[src/rtl/dec_buf_seq_pkg.sv]
package dec_buf_seq_pkg;
  localparam int NBUF = 2;
  localparam int IDXW = (NBUF > 1) ? $clog2(NBUF) : 1;

  typedef logic [IDXW-1:0] bufIdx_t;
  typedef logic [NBUF-1:0] bufMask_t;

  // strobes from control to datapath
  typedef struct packed {
    logic    doLoad;
    logic    doExec;
    logic    doUnload;
    logic    ldDoneOk;
    logic    exDoneOk;
    logic    unDoneOk;
    bufIdx_t loadIdx;
    bufIdx_t execOutIdx;
  } strobe_t;

  // ownership state from datapath to control
  typedef struct packed {
    bufMask_t inFree;
    bufMask_t outFree;
    logic     loadBusy;
    logic     coreBusy;
    logic     unloadBusy;
    logic     execQValid;
    bufIdx_t  execQHead;
    logic     outQValid;
    bufIdx_t  outQHead;
  } status_t;

  function automatic bufIdx_t lowestFree(input bufMask_t m);
    bufIdx_t r;
    r = '0;
    for (int i = NBUF - 1; i >= 0; i--) begin
      if (m[i]) r = bufIdx_t'(i);
    end
    return r;
  endfunction
endpackage

[src/rtl/dec_buf_seq_idxq.sv]
module dec_buf_seq_idxq #(
  parameter int DEPTH = 2,
  parameter int W = 1
) (
  input  logic         clk,
  input  logic         rst,
  input  logic         push,
  input  logic [W-1:0] pushData,
  input  logic         pop,
  output logic         valid,
  output logic [W-1:0] head
);
  localparam int PW = (DEPTH > 1) ? $clog2(DEPTH) : 1;
  localparam int CW = $clog2(DEPTH + 1);

  logic [W-1:0]  mem [DEPTH];
  logic [PW-1:0] rdPtr, wrPtr;
  logic [CW-1:0] cnt;

  function automatic logic [PW-1:0] nextPtr(input logic [PW-1:0] p);
    return (p == PW'(DEPTH - 1)) ? '0 : p + PW'(1);
  endfunction

  always_ff @(posedge clk) begin
    if (rst) begin
      rdPtr <= '0;
      wrPtr <= '0;
      cnt   <= '0;
      for (int i = 0; i < DEPTH; i++) mem[i] <= '0;
    end else begin
      if (push) begin
        mem[wrPtr] <= pushData;
        wrPtr      <= nextPtr(wrPtr);
      end
      if (pop) rdPtr <= nextPtr(rdPtr);
      if (push && !pop) cnt <= cnt + CW'(1);
      else if (pop && !push) cnt <= cnt - CW'(1);
    end
  end

  assign valid = (cnt != '0);
  assign head  = mem[rdPtr];

  // ordering queue never overflows nor underflows
  a_r6_no_overflow: assert property (@(posedge clk) disable iff (rst)
    push |-> (cnt < CW'(DEPTH)) || pop);
  a_r6_no_underflow: assert property (@(posedge clk) disable iff (rst)
    pop |-> valid);
endmodule

[src/rtl/dec_buf_seq_ctrl.sv]
module dec_buf_seq_ctrl
  import dec_buf_seq_pkg::*;
(
  input  logic    clk,
  input  logic    rst,
  input  logic    inPortRdy,
  input  logic    outPortRdy,
  input  logic    loadDone,
  input  logic    execDone,
  input  logic    unloadDone,
  input  status_t st,
  output strobe_t sb,
  output logic    loadStart,
  output bufIdx_t loadBuf,
  output logic    execStart,
  output bufIdx_t execInBuf,
  output bufIdx_t execOutBuf,
  output logic    unloadStart,
  output bufIdx_t unloadBuf
);
  logic anyInFree, anyOutFree;

  always_comb begin
    anyInFree     = |st.inFree;
    anyOutFree    = |st.outFree;
    sb.doLoad     = inPortRdy && !st.loadBusy && anyInFree;
    sb.loadIdx    = lowestFree(st.inFree);
    sb.doExec     = !st.coreBusy && st.execQValid && anyOutFree;
    sb.execOutIdx = lowestFree(st.outFree);
    sb.doUnload   = outPortRdy && !st.unloadBusy && st.outQValid;
    // a done counts only while its phase runs
    sb.ldDoneOk   = loadDone && st.loadBusy;
    sb.exDoneOk   = execDone && st.coreBusy;
    sb.unDoneOk   = unloadDone && st.unloadBusy;
  end

  assign loadStart   = sb.doLoad;
  assign loadBuf     = sb.loadIdx;
  assign execStart   = sb.doExec;
  assign execInBuf   = st.execQHead;
  assign execOutBuf  = sb.execOutIdx;
  assign unloadStart = sb.doUnload;
  assign unloadBuf   = st.outQHead;

  // starts are single-cycle pulses
  a_r8_load_pulse: assert property (@(posedge clk) disable iff (rst)
    loadStart |=> !loadStart);
  a_r8_exec_pulse: assert property (@(posedge clk) disable iff (rst)
    execStart |=> !execStart);
  a_r8_unload_pulse: assert property (@(posedge clk) disable iff (rst)
    unloadStart |=> !unloadStart);
  // unload only toward a ready port
  a_r5_unload_port: assert property (@(posedge clk) disable iff (rst)
    unloadStart |-> outPortRdy);
endmodule

[src/rtl/dec_buf_seq_dpath.sv]
module dec_buf_seq_dpath
  import dec_buf_seq_pkg::*;
(
  input  logic    clk,
  input  logic    rst,
  input  strobe_t sb,
  output status_t st
);
  bufMask_t inFree, outFree;
  logic     loadBusy, coreBusy, unloadBusy;
  bufIdx_t  curLoad, curIn, curOut, curUnl;
  logic     execQValid, outQValid;
  bufIdx_t  execQHead, outQHead;

  always_ff @(posedge clk) begin
    if (rst) begin
      inFree     <= '1;
      outFree    <= '1;
      loadBusy   <= 1'b0;
      coreBusy   <= 1'b0;
      unloadBusy <= 1'b0;
      curLoad    <= '0;
      curIn      <= '0;
      curOut     <= '0;
      curUnl     <= '0;
    end else begin
      if (sb.doLoad) begin
        inFree[sb.loadIdx] <= 1'b0;
        loadBusy           <= 1'b1;
        curLoad            <= sb.loadIdx;
      end
      if (sb.ldDoneOk) loadBusy <= 1'b0;
      if (sb.doExec) begin
        outFree[sb.execOutIdx] <= 1'b0;
        coreBusy               <= 1'b1;
        curIn                  <= execQHead;
        curOut                 <= sb.execOutIdx;
      end
      if (sb.exDoneOk) begin
        inFree[curIn] <= 1'b1;   // input freed at end of execution
        coreBusy      <= 1'b0;
      end
      if (sb.doUnload) begin
        unloadBusy <= 1'b1;
        curUnl     <= outQHead;
      end
      if (sb.unDoneOk) begin
        outFree[curUnl] <= 1'b1; // output freed at end of unload
        unloadBusy      <= 1'b0;
      end
    end
  end

  dec_buf_seq_idxq #(.DEPTH(NBUF), .W(IDXW)) u_execQ (
    .clk(clk), .rst(rst), .push(sb.ldDoneOk), .pushData(curLoad),
    .pop(sb.doExec), .valid(execQValid), .head(execQHead));

  dec_buf_seq_idxq #(.DEPTH(NBUF), .W(IDXW)) u_outQ (
    .clk(clk), .rst(rst), .push(sb.exDoneOk), .pushData(curOut),
    .pop(sb.doUnload), .valid(outQValid), .head(outQHead));

  always_comb begin
    st.inFree     = inFree;
    st.outFree    = outFree;
    st.loadBusy   = loadBusy;
    st.coreBusy   = coreBusy;
    st.unloadBusy = unloadBusy;
    st.execQValid = execQValid;
    st.execQHead  = execQHead;
    st.outQValid  = outQValid;
    st.outQHead   = outQHead;
  end

  a_r2_load_into_free: assert property (@(posedge clk) disable iff (rst)
    sb.doLoad |-> inFree[sb.loadIdx] && !loadBusy);
  a_r3_exec_into_free: assert property (@(posedge clk) disable iff (rst)
    sb.doExec |-> outFree[sb.execOutIdx] && !coreBusy);
  a_r3_exec_input_loaded: assert property (@(posedge clk) disable iff (rst)
    sb.doExec |-> !inFree[execQHead]);
  a_r4_in_release: assert property (@(posedge clk) disable iff (rst)
    sb.exDoneOk |=> inFree[$past(curIn)]);
  a_r5_out_release: assert property (@(posedge clk) disable iff (rst)
    sb.unDoneOk |=> outFree[$past(curUnl)]);
  a_r5_unload_full: assert property (@(posedge clk) disable iff (rst)
    sb.doUnload |-> !outFree[outQHead]);
endmodule

[src/rtl/dec_buf_seq.sv]
module dec_buf_seq
  import dec_buf_seq_pkg::*;
(
  input  logic            clk,
  input  logic            rst,
  input  logic            inPortRdy,
  output logic            loadStart,
  output logic [IDXW-1:0] loadBuf,
  input  logic            loadDone,
  output logic            execStart,
  output logic [IDXW-1:0] execInBuf,
  output logic [IDXW-1:0] execOutBuf,
  input  logic            execDone,
  input  logic            outPortRdy,
  output logic            unloadStart,
  output logic [IDXW-1:0] unloadBuf,
  input  logic            unloadDone
);
  strobe_t sb;
  status_t st;

  dec_buf_seq_ctrl u_ctrl (
    .clk(clk), .rst(rst), .inPortRdy(inPortRdy), .outPortRdy(outPortRdy),
    .loadDone(loadDone), .execDone(execDone), .unloadDone(unloadDone),
    .st(st), .sb(sb), .loadStart(loadStart), .loadBuf(loadBuf),
    .execStart(execStart), .execInBuf(execInBuf), .execOutBuf(execOutBuf),
    .unloadStart(unloadStart), .unloadBuf(unloadBuf));

  dec_buf_seq_dpath u_dpath (.clk(clk), .rst(rst), .sb(sb), .st(st));
endmodule

[config.mk]
export PLATFORM = sky130hd
export DESIGN_NAME = dec_buf_seq
export DESIGN_NICKNAME = d
export VERILOG_FILES = /design/src/rtl/dec_buf_seq_pkg.sv /design/src/rtl/dec_buf_seq_idxq.sv /design/src/rtl/dec_buf_seq_ctrl.sv /design/src/rtl/dec_buf_seq_dpath.sv /design/src/rtl/dec_buf_seq.sv
export SDC_FILE = /design/constraint.sdc
export NUM_CORES = 1
export LEC_CHECK = 0
export ABC_AREA = 1
export BUFFER_PORTS_ARGS = -buffer_cell sky130_fd_sc_hd__buf_2
export CAP_MARGIN = 25
export CORE_MARGIN = 5
export CORE_UTILIZATION = 33
export DETAILED_ROUTE_END_ITERATION = 7
export GPL_ROUTABILITY_DRIVEN = 0
export PLACE_DENSITY = 0.58
export SLEW_MARGIN = 20
export SYNTH_ARGS = -nofsm -noshare
export SYNTH_HDL_FRONTEND = slang
export SYNTH_SLANG_ARGS = --single-unit
[constraint.sdc]
create_clock -name clk -period 4 [get_ports clk]
set_input_delay 0.2 -clock clk [delete_from_list [all_inputs] [get_ports clk]]
set_output_delay 0.2 -clock clk [all_outputs]
set_load 0.02 [all_outputs]
# Word-level counts from Yosys, hierarchy flattened
# Memory sizes are Yosys's and may differ from the RTL's. A register that Yosys moved wholly into a read port is not among the register bits.
# Index checks and enable logic that the tools add are counted.
classes:
  addsub: 8
  order_cmp: 8
  n_mux: 44
  bitwise: 6
  n_reduce_logical: 35
ops:
  columns: ["op", "n"]
  rows:
  - ["$mux W1", 30]
  - ["$mux W2", 10]
  - ["$logic_and A1 B1 Y1", 17]
  - ["$reduce_or A2 Y1", 5]
  - ["$lt A1 B2 Y1 const B", 4]
  - ["$reduce_bool A2 Y1", 4]
  - ["$logic_not A1 Y1", 7]
  - ["$add A1 B1 Y1 const B", 4]
  - ["$add A2 B1 Y2 const B", 2]
  - ["$and A2 B2 Y2", 2]
  - ["$demux W1 S1", 4]
  - ["$ge A1 B1 Y1 const B", 4]
  - ["$not A2 Y2", 2]
  - ["$or A2 B2 Y2", 2]
  - ["$sub A2 B1 Y2 const B", 2]
  - ["$reduce_or A1 Y1", 2]
totals:
  ff_bits: 19
  ram_bits: 4
  input_bits: 7
  out_inout_bits: 7
  n_memories: 2
mem_list:
  columns: ["name", "depth", "word_bits", "read_ports", "rd_clocked_by_memory_dff", "wr", "line", "rtl"]
  rows:
  - ["u_dpath.u_execQ.mem", 2, 1, 1, 1, 2, "dec_buf_seq_idxq.sv:16", "logic [W-1:0] mem [DEPTH];"]
  - ["u_dpath.u_outQ.mem", 2, 1, 1, 1, 2, "dec_buf_seq_idxq.sv:16", null]

# Longest topological paths before layout
logic_depth:
  depth_word: 12
  mapped_depth: 10
  ltp_nobuf: 10

# Cells and area by module
# A second synthesis with hierarchy kept.
unflattened:
  hier_cells: 160
  hier_area_um2: 1226.2
by_module_without_submodules:
  columns: ["module", "n_inst", "cells_each", "area_each_um2", "seq_area_each_um2"]
  rows:
  - ["dec_buf_seq_idxq", 2, 37, 311.5, 160.2]
  - ["dec_buf_seq_dpath", 1, 59, 475.5, 220.2]
  - ["dec_buf_seq_ctrl", 1, 27, 127.6, 0.0]

# Worst setup path before layout
# Ideal clock, no wire load.
synth_timing:
  kind: "register to register"
  from: "register u_dpath.outFree[0]"
  to: "register u_dpath.u_execQ.cnt[1]"
  setup_time_ns: 0.113
  arrival_ns: 1.179
  required_ns: 3.887
  setup_slack_ns: 2.709
  stages_incl_launch_ff: 8
  path_buffers: 0
  period_less_slack_ns: 1.291
  cell_sequence: "dfxtp_1 -> inv_2 -> nand2_4 -> nand3_4 -> ha_1 -> nand3b_1 -> nor2_1 -> nor2_1"
synth_between:
  elab_chain_cells: 5
  word_cells_on_any_way: 7
  cone_classes: "1 x mux; 6 x reduce/logical"
synth_rtl:
  columns: ["element", "line", "rtl"]
  rows:
  - ["from (decl)", "dec_buf_seq_dpath.sv:9", "bufMask_t inFree, outFree;"]
  - ["from (signal assigned)", "dec_buf_seq_dpath.sv:18", "outFree <= '1;"]
  - ["from (signal, indexed assignment)", "dec_buf_seq_dpath.sv:34", "outFree[sb.execOutIdx] <= 1'b0;"]
  - ["from (signal, indexed assignment)", "dec_buf_seq_dpath.sv:48", "outFree[curUnl] <= 1'b1;"]
  - ["$reduce_or A2 Y1 *", "dec_buf_seq_ctrl.sv:25", "anyOutFree = |st.outFree;"]
  - ["$logic_and A1 B1 Y1 *", "dec_buf_seq_ctrl.sv:28", "sb.doExec = !st.coreBusy && st.execQValid && anyOutFree;"]
  - ["$logic_not A1 Y1", "dec_buf_seq_idxq.sv:36", "if (push && !pop) cnt <= cnt + CW'(1);"]
  - ["$logic_and A1 B1 Y1", "dec_buf_seq_idxq.sv:36", null]
  - ["$mux W2 / $reduce_bool A2 Y1 (equally long branches)", null, null]
  - ["to (signal assigned)", "dec_buf_seq_idxq.sv:36", null]
  - ["to (signal assigned)", "dec_buf_seq_idxq.sv:37", "else if (pop && !push) cnt <= cnt - CW'(1);"]
  - ["to (decl)", "dec_buf_seq_idxq.sv:18", "logic [CW-1:0] cnt;"]
# Mark *: on every way between the ends. The rest lies on a longest branch, timed or not.
# A chain may end at the register's enable or synchronous reset.

# Final worst setup path
layout_timing:
  from: "register u_dpath.u_execQ.cnt[0]"
  to: "output port execStart"
layout_between:
  elab_chain_cells: 3
layout_rtl:
  columns: ["element", "line", "rtl"]
  rows:
  - ["$reduce_bool A2 Y1", "dec_buf_seq_idxq.sv:41", "assign valid = (cnt != '0);"]
  - ["$logic_and A1 B1 Y1 (2 in a row)", "dec_buf_seq_ctrl.sv:28", null]
  - ["to (decl)", "dec_buf_seq.sv:10", "output logic execStart,"]
# Every way passes these cells.

==> summary.txt <==
Outcome
  • Status: complete, no violations

Clocking
  • Clk_lat worst skew: 0.31 ns
  • # hold bufs at CTS: 0
  • H-Tree Depth: 1
  • TritonCTS Sinks: 25
  • CTS tree: built
  • # resized after CTS: 0
  • Root Buffer: clkbuf_4
  • Postcts setup bufs: 0
  • Clock Tree Buf Depth: 2
  • Clk slew on worst S/H paths: 0.13 ns
  • Cts bufs inserted: 3

Timing
  • Period utilization: roughly 36%
  • Fmax: 0.702 GHz
  • TNS Setup: 0 ns
  • Setup Skew: 0.00506 ns
  • Unrepaired setup endpoints after global routing: no
  • Final Max Slew Viols: 0
  • Final setup fails: 0
  • Final hold viol count: 0
  • PnR worst setup slack: 2.58 ns
  • Slew margin rel.: 78.0%
  • Worst Tran Pin Value: 0.329 ns
  • Tmin final: about 1.4 ns

Setup path
  • Worst path depth: 5
  • Max stage delay on crit path: ~0.39 ns
  • Reg2reg path depth: 8
  • CP Max Fanout: 5
  • Crit path buf inv count: 3
  • Worst setup path class: flop to output port
  • Slowest-stage cell, CP: dfxtp_1
  • Worst-path cell chain: inv_2, nand2_2, nand3_4, inv_4, buf_2
  • CP startpoint kind: flop
  • Critical Path Sink Type: output port
  • Worst endpoint required time: 3.80 ns
  • Worst EP arrival: 1.22 ns
  • CP delay by family, top: flip-flops

Drt
  • Final Routed Wirelength: 1.97 mm
  • Initial DRT Pass Iterations: 4
  • DRT antenna net count: 0
  • DRC viols: 0
  • Vias/cell: 4.35
  • Routed vias: 914
  • Routed wire per std cell: 9.38 um
  • Starting DRT DRC Count: 58

Worst hold path
  • HP Class: input port to flop
  • WHS Path Cells: 2

Power
  • Max IR drop VDD: about 0.00026 V
  • Leak: 0.000598 uW
  • Pwr dens: 657 nW/um^2

Finish
  • Share of cells above drive strength 1: between 10% and 20%
  • Core Util, Final: 38.0%
  • Nets: 174
  • Ant. Diodes: 0
  • Area delta synth->final: 11.4%

Synthesis
  • Post-synthesis cell type count: 24
  • Synth top area cells: dfxtp_1 (37%), edfxtp_1 (11%), nand2_1 (9.9%)
  • Gate count of the mapped netlist: 149
  • Post-synthesis register bit count: 25
  • Post-synth top area share: 36.9%
  • Post-synth top cells: nand2_1 (30), inv_1 (24), dfxtp_1 (21), nor2_1 (18), o21ai_0 (9)
  • Top_reg_cell synth: dfxtp_1
  • Most frequent cell after synthesis: nand2_1
  • Cell Area, Synth: 1140 um^2
  • FFs w/ async S/R, synth: 0%
  • Yosys top cell by area: dfxtp_1
  • Synth Warn #: 0
  • Seq/Total Area, Yosys: 47.5%
  • Syn Nets: around 160
  • Mean area per synthesized cell: 7.64 um^2
  • Post-synth EDFFs: 4

GRT
  • Number of global-route vias before repair: 848
  • Global-route wire length before repair: around 3.5 mm
  • Congestion Overflow GR: 0
  • Overall Global Routing Usage: around a tenth
  • Initial antenna violation count: 0
  • Pin count of the biggest net entering global routing: 21

Floorplan
  • Die Span X: 68.7 um
  • CORE AREA: 3340 um^2
  • Die Span Y: 68.7 um
  • # IOs: 14
  • Initial Util: ~34%
  • Site Rows: 21
  • Die area: 4730 um^2

Placement
  • Detail Placement HPWL: 1.58 mm
  • Port Buffers: 13
  • Pre-CTS setup slack: 2.61 ns

Run
  • Max cap viols: 0
==> final cells by class <==
| cell class | count | area [um^2] |
|---|---|---|
| Clock buffer | 4 | 26.3 |
| Sequential cell | 25 | 541 |
| Fill cell | 363 | 2070 |
| Multi-Input combinational cell | 91 | 459 |
| Tap cell | 46 | 57.6 |
| Timing Repair Buffer | 13 | 65.1 |
| Inverter | 31 | 120 |
==> through the flow <==
| stage | cells | hold slack, ns | instance area [um^2] | total power (uW) |
|---|---|---|---|---|
| after floorplan | 149 | 0.269 | 1140 | 650 |
| after global placement | 206 | 0.460 | 1240 | 720 |
| after detailed placement | 206 | 0.458 | 1240 | 733 |
| after CTS | 210 | 0.119 | 1270 | 845 |
| after global routing | 210 | 0.105 | 1270 | 916 |
| final | 210 | 0.124 | 1270 | 833 |
==> cell families after synthesis <==
family          count (synthesis)  synth area share (%)
compound gates                 22                  9.78
buf+inv                        33                  12.2
flops                          25                  47.5
fa+ha+maj                       2                  2.20
simple gates                   67                  28.4
==> sequential cells by signal, indices dropped and copies added, names as in the netlist, 2 cells and up, named ones only <==
name                 count
u_dpath.inFree           2
u_dpath.outFree          2
u_dpath.u_execQ.cnt      2
u_dpath.u_execQ.mem      2
u_dpath.u_outQ.cnt       2
u_dpath.u_outQ.mem       2
==> worst paths after layout <==
kind                                                          start  slack [ns]                             endpoint
worst min register to register          u_dpath.curOut$_SDFFE_PP0P_        0.47          u_dpath.curOut$_SDFFE_PP0P_
worst max-delay path            u_dpath.u_execQ.cnt[0]$_SDFFE_PP0P_        2.58                            execStart
worst max register to register  u_dpath.u_execQ.cnt[0]$_SDFFE_PP0P_        2.59  u_dpath.u_execQ.cnt[1]$_SDFFE_PP0P_
worst min-delay path                                            rst        0.12         u_dpath.curLoad$_SDFFE_PP0N_
==> worst register-to-register path, stage by stage, from the launching register on <==
cell and delay (ns):
dfxtp_1 0.39, inv_2 0.07, nand2_2 0.10, nand3_4 0.11, ha_1 0.33, nand3b_1 0.18
nand2_1 0.06, nand2_1 0.04, nor2_1 0.08
==> metal layers <==
layer,vias up,wire length [um],global-route usage (%)
li1,495,-,-
met1,409,913,11.5
met2,8,969,17.3
met3,2,74,3.40
met4,0,12,2.19
met5,-,0,0
==> cells in the final DEF, fill, tap and decap left out, types with 2 or more instances in the layout <==
cell type,Yosys,routed
buf_2,0,13
nor2_1,18,18
nand2_1,30,30
inv_2,5,5
nand3b_1,2,2
nor2_2,3,3
inv_1,24,24
a21oi_1,8,8
clkbuf_4,0,3
nand4_1,2,2
dfxtp_1,21,21
edfxtp_1,4,4
o21ai_0,9,9
nand3_1,5,5
o21ai_1,4,4
ha_1,2,2
nand3_2,3,3
==> report_power, final <==
| part | leakage, uW | switching [uW] | internal [uW] |
|---|---|---|---|
| Combinational | 0.000368 | 227 | 122 |
| Clock | 0.0000150 | 72.3 | 39.0 |
| Sequential | 0.000214 | 44.7 | 329 |
Note: power is estimated with default switching activity, not from simulation.
